--- src/rtl/hostq_pkg.sv ---
package hostq_pkg;
  typedef enum logic [1:0] {
    HREG_DATA  = 2'd0,
    HREG_CTRL  = 2'd1,
    HREG_WADDR = 2'd2,
    HREG_RADDR = 2'd3
  } hreg_e;

  localparam int CTRL_W        = 2;
  localparam int CTRL_FREE_BIT = 0;
  localparam int CTRL_STOP_BIT = 1;
endpackage

--- src/rtl/hostq_fifo.sv ---
module hostq_fifo #(
  parameter int W     = 32,
  parameter int DEPTH = 8
) (
  input  logic                         clk,
  input  logic                         rst_n,
  input  logic                         push,
  input  logic [W-1:0]                 wdata,
  input  logic                         pop,
  input  logic                         flush,
  output logic [W-1:0]                 rdata,
  output logic                         full,
  output logic                         empty,
  output logic [$clog2(DEPTH):0]       count
);
  localparam int AW = $clog2(DEPTH);
  localparam int CW = AW + 1;

  logic [W-1:0]  mem [DEPTH];
  logic [AW-1:0] wp_q, wp_d, rp_q, rp_d;
  logic [CW-1:0] cnt_q, cnt_d;
  logic          do_push, do_pop;

  assign full    = (cnt_q == CW'(DEPTH));
  assign empty   = (cnt_q == '0);
  assign count   = cnt_q;
  assign rdata   = mem[rp_q];
  assign do_push = push && !full && !flush;
  assign do_pop  = pop && !empty && !flush;

  always_comb begin
    wp_d  = wp_q;
    rp_d  = rp_q;
    cnt_d = cnt_q;
    if (flush) begin
      wp_d  = '0;
      rp_d  = '0;
      cnt_d = '0;
    end else begin
      if (do_push) wp_d = wp_q + 1'b1;
      if (do_pop)  rp_d = rp_q + 1'b1;
      case ({do_push, do_pop})
        2'b10:   cnt_d = cnt_q + 1'b1;
        2'b01:   cnt_d = cnt_q - 1'b1;
        default: cnt_d = cnt_q;
      endcase
    end
  end

  always_ff @(posedge clk or negedge rst_n) begin
    if (!rst_n) begin
      wp_q  <= '0;
      rp_q  <= '0;
      cnt_q <= '0;
    end else begin
      wp_q  <= wp_d;
      rp_q  <= rp_d;
      cnt_q <= cnt_d;
    end
  end

  always_ff @(posedge clk) begin
    if (do_push) mem[wp_q] <= wdata;
  end
endmodule

--- src/rtl/hostq_dma.sv ---
module hostq_dma #(
  parameter int DW = 32
) (
  input  logic          clk,
  input  logic          rst_n,
  input  logic          no_issue,
  input  logic          wf_empty,
  input  logic [DW-1:0] wf_head,
  input  logic          rf_full,
  input  logic [DW-1:0] waddr,
  input  logic [DW-1:0] raddr,
  input  logic          dma_ack,
  output logic          dma_req,
  output logic          dma_we,
  output logic [DW-1:0] dma_addr,
  output logic [DW-1:0] dma_wdata
);
  logic          req_q, req_d, we_q, we_d;
  logic [DW-1:0] addr_q, addr_d, wd_q, wd_d;

  always_comb begin
    req_d  = req_q;
    we_d   = we_q;
    addr_d = addr_q;
    wd_d   = wd_q;
    if (req_q) begin
      if (dma_ack) req_d = 1'b0;
    end else if (!no_issue) begin
      if (!wf_empty) begin
        req_d  = 1'b1;
        we_d   = 1'b1;
        addr_d = waddr;
        wd_d   = wf_head;
      end else if (!rf_full) begin
        req_d  = 1'b1;
        we_d   = 1'b0;
        addr_d = raddr;
      end
    end
  end

  always_ff @(posedge clk or negedge rst_n) begin
    if (!rst_n) begin
      req_q  <= 1'b0;
      we_q   <= 1'b0;
      addr_q <= '0;
      wd_q   <= '0;
    end else begin
      req_q  <= req_d;
      we_q   <= we_d;
      addr_q <= addr_d;
      wd_q   <= wd_d;
    end
  end

  assign dma_req   = req_q;
  assign dma_we    = we_q;
  assign dma_addr  = addr_q;
  assign dma_wdata = wd_q;
endmodule

--- src/rtl/hostq_bridge.sv ---
module hostq_bridge
  import hostq_pkg::*;
#(
  parameter int DW    = 32,
  parameter int DEPTH = 8
) (
  input  logic          clk,
  input  logic          rst_n,
  input  logic          host_sel,
  input  logic          host_wr,
  input  logic [1:0]    host_reg,
  input  logic [DW-1:0] host_wdata,
  output logic [DW-1:0] host_rdata,
  output logic          host_rdy,
  input  logic          dbg_halt,
  output logic          dma_req,
  output logic          dma_we,
  output logic [DW-1:0] dma_addr,
  output logic [DW-1:0] dma_wdata,
  input  logic          dma_ack,
  input  logic [DW-1:0] dma_rdata
);
  localparam int CW   = $clog2(DEPTH) + 1;
  localparam int STEP = DW / 8;

  hreg_e             rsel;
  logic              h_data, fire;
  logic              wf_push, rf_pop, rf_push;
  logic              ctrl_wr, waddr_wr, raddr_wr, addr_wr;
  logic              wr_done, rd_done;
  logic              wf_full, wf_empty, rf_full, rf_empty;
  logic [DW-1:0]     wf_head, rf_head;
  logic [CW-1:0]     wf_count, rf_count;
  logic [CTRL_W-1:0] ctrl_q, ctrl_d;
  logic [DW-1:0]     waddr_q, waddr_d, raddr_q, raddr_d;
  logic              halt_s_q, halt_s_d, drop_q, drop_d, halt_q;

  // host decode
  assign rsel     = hreg_e'(host_reg);
  assign h_data   = host_sel && (rsel == HREG_DATA);
  assign host_rdy = !h_data || (host_wr ? !wf_full : !rf_empty);
  assign fire     = host_sel && host_rdy;
  assign wf_push  = fire && host_wr && (rsel == HREG_DATA);
  assign rf_pop   = fire && !host_wr && (rsel == HREG_DATA);
  assign ctrl_wr  = fire && host_wr && (rsel == HREG_CTRL);
  assign waddr_wr = fire && host_wr && (rsel == HREG_WADDR);
  assign raddr_wr = fire && host_wr && (rsel == HREG_RADDR);
  assign addr_wr  = waddr_wr || raddr_wr;

  always_comb begin
    case (rsel)
      HREG_CTRL:  host_rdata = DW'(ctrl_q);
      HREG_WADDR: host_rdata = waddr_q;
      HREG_RADDR: host_rdata = raddr_q;
      default:    host_rdata = rf_head;
    endcase
  end

  // transfer completion and suspend qualification
  assign wr_done = dma_req && dma_ack && dma_we;
  assign rd_done = dma_req && dma_ack && !dma_we;
  assign rf_push = rd_done && !drop_q && !addr_wr;
  assign halt_q  = halt_s_q && ctrl_q[CTRL_STOP_BIT] && !ctrl_q[CTRL_FREE_BIT];

  always_comb begin
    ctrl_d   = ctrl_q;
    waddr_d  = waddr_q;
    raddr_d  = raddr_q;
    drop_d   = drop_q;
    halt_s_d = dbg_halt;
    if (ctrl_wr) ctrl_d = host_wdata[CTRL_W-1:0];
    if (waddr_wr)     waddr_d = host_wdata;
    else if (wr_done) waddr_d = waddr_q + DW'(STEP);
    if (raddr_wr)                 raddr_d = host_wdata;
    else if (rd_done && !drop_q)  raddr_d = raddr_q + DW'(STEP);
    if (rd_done) drop_d = 1'b0;
    if (addr_wr && dma_req && !dma_we && !dma_ack) drop_d = 1'b1;
  end

  always_ff @(posedge clk or negedge rst_n) begin
    if (!rst_n) begin
      ctrl_q   <= '0;
      waddr_q  <= '0;
      raddr_q  <= '0;
      drop_q   <= 1'b0;
      halt_s_q <= 1'b0;
    end else begin
      ctrl_q   <= ctrl_d;
      waddr_q  <= waddr_d;
      raddr_q  <= raddr_d;
      drop_q   <= drop_d;
      halt_s_q <= halt_s_d;
    end
  end

  hostq_fifo #(.W(DW), .DEPTH(DEPTH)) u_wfifo (
    .clk(clk), .rst_n(rst_n), .push(wf_push), .wdata(host_wdata),
    .pop(wr_done), .flush(1'b0), .rdata(wf_head),
    .full(wf_full), .empty(wf_empty), .count(wf_count)
  );

  hostq_fifo #(.W(DW), .DEPTH(DEPTH)) u_rfifo (
    .clk(clk), .rst_n(rst_n), .push(rf_push), .wdata(dma_rdata),
    .pop(rf_pop), .flush(addr_wr), .rdata(rf_head),
    .full(rf_full), .empty(rf_empty), .count(rf_count)
  );

  hostq_dma #(.DW(DW)) u_dma (
    .clk(clk), .rst_n(rst_n), .no_issue(halt_q || addr_wr),
    .wf_empty(wf_empty), .wf_head(wf_head), .rf_full(rf_full),
    .waddr(waddr_q), .raddr(raddr_q), .dma_ack(dma_ack),
    .dma_req(dma_req), .dma_we(dma_we), .dma_addr(dma_addr), .dma_wdata(dma_wdata)
  );
endmodule

--- config.mk ---
export PLATFORM = sky130hd
export DESIGN_NAME = hostq_bridge
export DESIGN_NICKNAME = d
export VERILOG_FILES = /design/src/rtl/hostq_pkg.sv /design/src/rtl/hostq_fifo.sv /design/src/rtl/hostq_dma.sv /design/src/rtl/hostq_bridge.sv
export SDC_FILE = /design/constraint.sdc
export NUM_CORES = 1
export LEC_CHECK = 0
export ABC_AREA = 1
export CORE_MARGIN = 5
export CORE_UTILIZATION = 35
export CTS_BUF_LIST = sky130_fd_sc_hd__clkbuf_2
export DETAILED_ROUTE_END_ITERATION = 10
export HOLD_SLACK_MARGIN = 0.12
export PLACE_DENSITY = 0.55
export SYNTH_ARGS = -nofsm -noshare
export SYNTH_HDL_FRONTEND = slang
export SYNTH_HIERARCHICAL = 1
export SYNTH_SLANG_ARGS = --single-unit
--- constraint.sdc ---
create_clock -name clk -period 4.72 [get_ports clk]
set_clock_uncertainty 0.15 [all_clocks]
set_input_delay 0.472 -clock clk [delete_from_list [all_inputs] [get_ports clk]]
set_output_delay 0.472 -clock clk [all_outputs]
set_load 0.05 [all_outputs]
==> impl_metrics.json, run 1 <==
{
  "core_um2": 83800,
  "final_cell_mix": "nand2_1, edfxtp_1, nor2_1",
  "syn_inst": 2962,
  "synthAdderAreaFrac_pct": 0.557,
  "muxShareOfSynthArea_pct": 0,
  "start_util_pct": 35.4,
  "hold_viol_final": 0,
  "grt_usage_pct": 19.1,
  "syn_avg_cell_area_um2": 10.0,
  "synth_compound_area_share_pct": 9.65,
  "status": "finished clean",
  "layout_commonest_cell": "nand2_1",
  "crit_required_ps": 4100,
  "timing.rr.start": "u_wfifo/rp_q[0]",
  "slew_viol_final": 0,
  "first_global_vias": 21700,
  "worst_slew_pin_slew_ps": 1150,
  "arrival_ps": 3760,
  "drt-total-wl_um": 87300,
  "row_count": 106,
  "hpwl_um": 56600,
  "cts_sinks": 666,
  "powerDensity_nw_per_um2": 508,
  "firstDrtPassIters": 6,
  "final_core_util_pct": 41.5,
  "dieArea_um2": 90700,
  "viasPerCell": 4.89,
  "fin_nets": 3380,
  "drv_cap": 0,
  "ir_worst_vdd_uv": 298,
  "period_share_pct": 92.9,
  "power_mw": 17.7,
  "root_buffer": "clkbuf_2",
  "cp_common_cell": "buf_4",
  "cp_cell_sequence": "buf_4 > o21ai_0 > o21ai_1 > a21oi_1 > a31oi_1 > nand2_1 > o221ai_1 > buf_4",
  "path_clk_slew_ps": 110,
  "ys_warn_count": 6,
  "clockBufferDepth": 3,
  "clock_latency_ps": 1330,
  "ios": 171,
  "cp_max_fo": 62,
  "p_sw_mw": 7.38,
  "whs_ps": 300,
  "grt_pass1_wl_um": 133000,
  "drtIter0Drc": 1753,
  "syn_area_um2": 29700,
  "post_drt_wl_per_cell_um": 19.1,
  "dr_total_vias": 22400,
  "worstSetupStartpointType": "register",
  "worst_path_max_delay_cell": "buf_4",
  "synth_top_family_by_area": "simple AND/OR/NAND/NOR gates",
  "ys.flop_type": "edfxtp_1",
  "place_area_um2": 32300,
  "ys_seq_area_share_pct": 64.8,
  "max_stage_delay_ps": 570,
  "die_h_um": 301,
  "gp_congestion": 0.938,
  "period_needed_ps": 4390,
  "sw_frac_of_total_pct": 41.7,
  "synth.distinct_cells": 42,
  "intPower_mw": 10.3,
  "ys_ff_latch": 666,
  "yosys.area_share.simple_pct": 19.2,
  "drive_above_1_share_pct": 12.3,
  "hold_start": "dma_rdata[17]",
  "fill_cells": 8287,
  "die_w_um": 301,
  "async_reset_ff_share_pct": 23.1,
  "cts_max_level": 4,
  "synth_edf_count": 512,
  "grt.overflow.total": 0,
  "grt_max_degree": 85,
  "route.detailed.drc": 0,
  "power_frac_seq_pct": 43.2,
  "setup_viol": 0,
  "power_frac_clock_pct": 23.1,
  "critPathLaunch": "u_rfifo/rp_q[0]",
  "final_area_um2": 34800,
  "antenna_found_initial": 2,
  "leakage_nw": 13.6,
  "finalSetupTns_ps": 0,
  "antenna_left": 0,
  "numCtsBuffers": 171,
  "holdCritPathClass": "in -> reg",
  "yosys.area_share.xor_xnor_pct": 0.590,
  "syn_to_final_growth_pct": 17.4,
  "port_buffers": 170,
  "combPwrFrac_pct": 33.7,
  "cts_tree": "yes",
  "maxSlewHeadroom_pct": 23.6,
  "timing.fmax_mhz": 228,
  "critical_path.endpoint_type": "output pin",
  "path_class": "reg -> out"
}
-- synth_stat cells (6+ instances only) --
cell / count / area, um2
nor2_1: 439 / 1650
o211ai_1: 16 / 120
dfrtp_1: 154 / 3850
buf_2: 53 / 265
a21oi_1: 80 / 400
o21ai_0: 271 / 1360
buf_4: 22 / 165
xor2_1: 14 / 123
o21ai_1: 46 / 230
buf_6: 23 / 259
o21bai_1: 7 / 52.6
a31oi_1: 64 / 400
ha_1: 10 / 125
inv_2: 9 / 33.8
edfxtp_1: 512 / 15400
nand2_1: 875 / 3280
clkbuf_1: 37 / 139
xnor2_1: 6 / 52.6
nand2_2: 8 / 50.1
inv_1: 139 / 522
o221ai_1: 26 / 228
nand3_1: 103 / 515
-- per-stage QoR --
step	worst slack, ps	std cells
finish	333	4579
CTS	79.9	4575
global route	-5.80	4577
floorplan	1120	2964
global placement	1030	4171
detailed placement	1030	4171
-- worst paths after layout --
kind	slack [ps]	cells after the start	to
hold reg to reg	320	2	u_dma/dma_wdata[16]
max in group asynchronous	3210	5	waddr_q[28]
hold / removal	300	2	u_rfifo/mem[6][17]
setup / recovery	330	8	host_rdata[9]
setup reg to reg	1650	8	u_dma/dma_wdata[12]
min in group asynchronous	640	5	u_dma/dma_wdata[4]
-- cell families after synthesis --
logic type	after synthesis
buffers and inverters	295
and+or+nand+nor	1449
AOI/OAI and AO/OA	519
adders and majority gates	12
DFF	666
xor gates and xnor gates	20
other	1
-- critical path: cells and delay by family, from the launching register on --
kind                   cells  cell delay [ps]
buffers and inverters      2              850
and+or+nand+nor            1               90
AOI/OAI and AO/OA          5              920
DFF                        1              540
-- layout make-up --
| class | count | area, um2 | area share (%) |
|---|---|---|---|
| flip-flops and latches | 666 | 19200 | 55.3 |
| multi-input cells | 2003 | 9040 | 26.0 |
| repair buffers | 303 | 2900 | 8.32 |
| well taps | 1134 | 1420 | 4.08 |
| clock buffers | 264 | 1320 | 3.79 |
| inverters | 151 | 569 | 1.64 |
| clock inverters | 54 | 320 | 0.920 |
| diodes | 4 | 10.0 | 0.0287 |
-- state kept, by name, summed over array words and instances, names as in the netlist, 3 cells and up --
name and flops:
u_wfifo/rp_q 3, u_rfifo/wp_q 3, waddr_q 32, u_rfifo/rp_q 3, u_rfifo/mem 256, raddr_q 32
u_wfifo/mem 256, u_wfifo/count 4, u_wfifo/wp_q 3, u_rfifo/count 4, u_dma/dma_addr 32, u_dma/dma_wdata 32
-- power by group through the flow --
stage | Clock (mW) | Sequential (mW) | Combinational [mW]
final | 4.08 | 7.65 | 5.96
after global routing | 4.57 | 7.75 | 6.56
after CTS | 4.25 | 7.65 | 6.03
after detailed placement | 0 | 7.78 | 5.95
after global placement | 0 | 7.78 | 5.93
after floorplan | 0 | 8.36 | 3.32
-- repair_timing --
item                       in CTS  in global routing
setup endpoints to repair       2                  0
hold buffers                   86                  0
resized for setup               1                  0
buffers inserted                0                  0
hold endpoints to repair      749                  0
-- metal layers --
layer	track usage [%]	vias up	share of wire [%]
li1	-	10800	-
met1	26.2	10700	45
met2	30.8	730	47
met3	3.42	136	5.8
met4	6.35	0	2.5
met5	0	-	0
(Power assumes the default switching activity.)
==> run 2: changes to the inputs <==
--- a/config.mk
+++ b/config.mk
@@ -6,6 +6,7 @@
 export NUM_CORES = 1
 export LEC_CHECK = 0
 export ABC_AREA = 1
+export CORE_ASPECT_RATIO = 1.5
 export CORE_MARGIN = 5
 export CORE_UTILIZATION = 35
 export CTS_BUF_LIST = sky130_fd_sc_hd__clkbuf_2
==> run 2 against run 1 <==
Compared with the run above: sequential share of layout area increased by 0.064 points; worst hold slack improved by 11 ps; register-to-register slack hardly changed; cell count fell by 0.70%; count of clock-buffer cells in the layout fell by 21; first-iteration DRC count shrank 23%; power is 0.93% lower; critical path depth increased by 1; highest routed layer is now met5.
==> impl_metrics.json, run 2 (synthesis results as in run 1) <==
{
  "root_buffer": "clkbuf_2",
  "cts_sinks": 666,
  "period_needed_ps": 4410,
  "crit_required_ps": 4100,
  "cp_top_family": "buffers and inverters",
  "topRoutingLayerUsed": "met5",
  "pre_cts_ws_ps": 1150,
  "cp_max_fo": 91,
  "maxSlewHeadroom_pct": 31.1,
  "fill_cells": 8410,
  "dieArea_um2": 90800,
  "worst_path_max_delay_cell": "dfrtp_4",
  "ir_worst_vdd_uv": 445,
  "placed_cells": 4159,
  "cp_cell_sequence": "clkinv_2 > buf_12 > nor2_1 > o21ai_1 > a21oi_1 > a31oi_1 > nand2_1 > o221ai_1 > buf_4",
  "clock_latency_ps": 1340,
  "grt_pass1_wl_um": 132000,
  "viasPerCell": 4.87,
  "firstDrtPassIters": 5,
  "finalSetupTns_ps": 0,
  "die_w_um": 248,
  "port_buffers": 170,
  "final_cell_mix": "nand2_1, edfxtp_1, nor2_1",
  "drv_cap": 0,
  "ios": 171,
  "final_core_util_pct": 41.4,
  "path_clk_slew_ps": 100,
  "row_count": 130,
  "critical_path.endpoint_type": "output pin",
  "drtIter0Drc": 1352,
  "grt_max_degree": 112,
  "antenna_found_initial": 3,
  "die_h_um": 367,
  "holdPathStages": 2,
  "cts_tree": "yes",
  "max_stage_delay_ps": 620,
  "setup_viol": 0,
  "arrival_ps": 3790,
  "numCtsBuffers": 162,
  "powerDensity_nw_per_um2": 504,
  "drt-total-wl_um": 87400,
  "whs_ps": 311,
  "place_area_um2": 32300,
  "power_mw": 17.5,
  "top_regs": "u_rfifo/mem (256), u_wfifo/mem (256)",
  "syn_to_final_growth_pct": 17.2,
  "hold_viol_final": 0,
  "cp.depth": 9,
  "antenna_left": 0,
  "wl_met1_um": 34800,
  "period_share_pct": 93.4,
  "finalWorstSetupSlack_ps": 310,
  "crit_buf_inv": 3,
  "fin_nets": 3378,
  "worst_slew_pin_slew_ps": 1030,
  "path_class": "reg -> out",
  "cts_max_level": 4,
  "first_global_vias": 21900,
  "hpwl_um": 56300,
  "dr_wl_met2_um": 44100,
  "route.detailed.drc": 0,
  "layout.cells.non_filler": 4547,
  "leakage_nw": 13.5,
  "gp_congestion": 0.926,
  "rr_worst_depth": 9,
  "timing.fmax_mhz": 227,
  "grt.overflow.total": 0,
  "final_area_um2": 34800,
  "dr_wl_met3_um": 4360,
  "slew_viol_final": 0,
  "holdCritPathClass": "in -> reg",
  "core_um2": 83900,
  "start_util_pct": 35.3,
  "rsz0062_at_grt": "false",
  "post_drt_wl_per_cell_um": 19.2,
  "status": "finished clean",
  "grt_usage_pct": 19.0,
  "drive_above_1_share_pct": 11.7,
  "dr_total_vias": 22200,
  "layout_commonest_cell": "nand2_1",
  "clockBufferDepth": 3,
  "worstSetupStartpointType": "register"
}
## run 2: cell count changes in the layout (fill, tap and decap cells not counted), sizes merged
| cell | before | now |
|---|---|---|
| clkinvlp | 5 | 3 |
| diode | 4 | 1 |
| buf | 81 | 82 |
| dlygate4sd3 | 85 | 91 |
| clkbuf | 264 | 243 |
| bufinv | 2 | 3 |
| inv | 151 | 149 |
## run 2: per-layer routing
metal  track usage, %  up-vias
met5                0        -
met3             3.64      181
met4             9.00        4
met2             32.8      669
met1             22.7    10500
li1                 -    10800
## run 2: final timing paths
kind / from / to / slack, ps
min in group asynchronous: rst_n / u_dma/dma_wdata[2] / 620
setup reg to reg: u_wfifo/rp_q[0] / u_dma/dma_wdata[2] / 1650
hold / removal: dma_rdata[1] / u_rfifo/mem[4][1] / 310
hold reg to reg: u_dma/dma_wdata[5] / u_dma/dma_wdata[5] / 320
max in group asynchronous: rst_n / u_dma/dma_addr[20] / 2800
setup / recovery: u_rfifo/rp_q[0] / host_rdata[26] / 310
## run 2: what timing repair did
action,in CTS,in global routing
hold buffers,92,0
endpoints found under the hold margin,750,0
pin swaps,0,0
resized for setup,0,2
setup buffers,1,0
endpoints found under the setup margin,2,4
## run 2: area by class of cell
cell class                 instances  area [um2]  share of cell area [%]
sequential                       666       19200                    55.3
multi-input combinational       2003        9040                    26.0
timing repair buffer             310        2990                    8.60
tap                             1122        1400                    4.04
clock buffer                     243        1220                    3.50
inverter                         151         572                    1.64
clock inverter                    51         309                   0.889
antenna                            1        2.50                 0.00720
## run 2: where the power goes
| part | internal, mW | switching [mW] | total, mW |
|---|---|---|---|
| logic | 1.73 | 4.26 | 6.00 |
| registers | 6.96 | 0.691 | 7.65 |
| clock network | 1.55 | 2.33 | 3.88 |
| total | 10.2 | 7.29 | 17.5 |
==> run 3: changes to the inputs <==
==> constraint.sdc (replaced) <==
create_clock -name clk -period 4.7 [get_ports clk]
set_clock_uncertainty 0.15 [all_clocks]
set_input_delay 0.47 -clock clk [delete_from_list [all_inputs] [get_ports clk]]
set_output_delay 0.47 -clock clk [all_outputs]
set_load 0.05 [all_outputs]
==> run 3 against run 2 <==
Compared with the run above: combinational power about the same; worst setup slack worse by 34 ps; critical path depth down 1; final area up 0.45%; register-to-register slack worse by 40 ps; highest routed layer unchanged; largest power group unchanged; routed wire length up 1.6%; first-iteration DRC count up 9.2%; sequential cell count unchanged.
==> impl_metrics.json, run 3 (synthesis results as in run 1) <==
{
  "post_drt_wl_per_cell_um": 19.4,
  "firstDrtPassIters": 6,
  "whs_endpoint": "u_rfifo/mem[2][19]",
  "combPwrFrac_pct": 34.0,
  "clockBufferDepth": 3,
  "root_buffer": "clkbuf_2",
  "dr_total_vias": 22400,
  "ff2ff_setup_slack_ps": 1610,
  "power_frac_seq_pct": 43.7,
  "core_um2": 83900,
  "cts_sinks": 666,
  "die_h_um": 367,
  "p_sw_mw": 7.42,
  "fill_cells": 8300,
  "cp_max_fo": 23,
  "placed_cells": 4159,
  "row_count": 130,
  "period_share_pct": 94.1,
  "finalSetupTns_ps": 0,
  "period_needed_ps": 4420,
  "ir_worst_vdd_uv": 284,
  "grt.overflow.total": 0,
  "post-cts-setup-buffers": 0,
  "path_class": "reg -> out",
  "grt_max_degree": 84,
  "clock_latency_ps": 1380,
  "gp_congestion": 0.954,
  "timing.fmax_mhz": 226,
  "hold_start": "dma_rdata[19]",
  "arrival_ps": 3800,
  "sw_frac_of_total_pct": 42.0,
  "antenna_left": 0,
  "powerDensity_nw_per_um2": 506,
  "rr_endpoint": "u_wfifo/mem[4][18]",
  "rsz0062_at_grt": "false",
  "drv_cap": 0,
  "numCtsBuffers": 168,
  "setup_viol": 0,
  "worstSetupStartpointType": "register",
  "worst_slew_pin_slew_ps": 1050,
  "rr_worst_depth": 13,
  "status": "finished clean",
  "route.detailed.drc": 0,
  "hold_viol_final": 0,
  "drive_above_1_share_pct": 11.8,
  "die_w_um": 248,
  "leakage_nw": 13.6,
  "top_regs": "u_rfifo/mem (256), u_wfifo/mem (256)",
  "cts_max_level": 4,
  "ios": 171,
  "start_util_pct": 35.3,
  "intPower_mw": 10.3,
  "holdPathStages": 2,
  "viasPerCell": 4.89,
  "antenna_found_initial": 6,
  "crit_required_ps": 4080,
  "dieArea_um2": 90800,
  "layout_commonest_cell": "nand2_1",
  "maxSlewHeadroom_pct": 29.7,
  "seq_area_um2": 19200,
  "timing.rr.start": "u_rfifo/count[0]",
  "path_clk_slew_ps": 110,
  "holdCritPathClass": "in -> reg",
  "port_buffers": 170,
  "slew_viol_final": 0,
  "first_global_vias": 22500,
  "grt_pass1_wl_um": 134000,
  "hpwl_um": 57000,
  "multiInputGateArea_um2": 9040,
  "final_cell_mix": "nand2_1, edfxtp_1, nor2_1",
  "drt-total-wl_um": 88800,
  "drtIter0Drc": 1476,
  "layout.cells.non_filler": 4572,
  "critical_path.endpoint_type": "output pin",
  "grt_usage_pct": 19.3,
  "cts_tree": "yes",
  "fin_nets": 3396,
  "syn_to_final_growth_pct": 17.8,
  "power_frac_clock_pct": 22.3
}
## run 3: cell count changes in the layout (fill, tap and decap cells not counted), sizes merged
cell         before  now
clkinv           47   53
buf              82   81
dlygate4sd3      91  104
bufinv            3    2
inv             149  150
diode             1    6
clkinvlp          3    5
## run 3: repair_timing
item | in CTS | in global routing
hold endpoints to repair | 750 | 0
hold buffers | 105 | 0
endpoints found under the setup margin | 32 | 17
gates resized for setup | 3 | 2
## run 3: critical path, cell delays in order, from the launching register on
cell and delay [ps]:
dfrtp_2 700, inv_2 300, buf_4 310, nor2_1 110, o21ai_0 90, a31oi_1 230
nand2_1 140, o221ai_1 250, buf_4 300
## run 3: layout make-up
cell class | instances | area share [%]
antenna | 6 | 0.0430
clock buffer | 243 | 3.48
clock inverter | 59 | 0.960
inverter | 151 | 1.65
multi-input combinational | 2003 | 25.9
sequential | 666 | 55.1
tap | 1122 | 4.02
timing repair buffer | 322 | 8.89
## run 3: worst max path at each step
stage	from	endpoint	cells past startpoint
after global routing	u_rfifo/rp_q[1]	host_rdata[10]	8
after floorplan	u_rfifo/count[0]	u_wfifo/mem[0][0]	12
final	u_rfifo/rp_q[1]	host_rdata[10]	8
after CTS	u_rfifo/rp_q[1]	host_rdata[2]	8
after global placement	host_reg[0]	u_rfifo/mem[6][25]	10
after detailed placement	host_reg[0]	u_rfifo/mem[6][26]	10
## run 3: power groups by stage
stage | logic, mW | registers (mW) | clock network (mW)
finish | 6.02 | 7.72 | 3.94
global route | 6.58 | 7.80 | 4.40
CTS | 6.07 | 7.71 | 4.11
detailed placement | 5.98 | 7.84 | 0
global placement | 5.94 | 7.84 | 0
floorplan | 3.34 | 8.39 | 0
## run 3: stage by stage
| stage | hold slack, ps | utilization (%) | worst slack, ps | power [mW] | cell area, um2 |
|---|---|---|---|---|---|
| after global routing | 191 | 41.6 | 8.31 | 18.8 | 34900 |
| after floorplan | 24.4 | - | 1100 | 11.7 | 29700 |
| after CTS | 122 | 41.6 | 28.3 | 17.9 | 34900 |
| final | 309 | 41.6 | 276 | 17.7 | 34900 |
| after global placement | 303 | 38.5 | 1090 | 13.8 | 32300 |
| after detailed placement | 308 | 38.5 | 1050 | 13.8 | 32300 |
## run 3: metal layers
metal,wire (um),share of wire [%],up-vias,track usage [%]
met4,3360,3.8,2,8.17
met3,5080,5.7,161,3.90
li1,-,-,10800,-
met2,45100,51,710,33.5
met1,35200,40,10700,23.1
met5,13,0.015,-,0
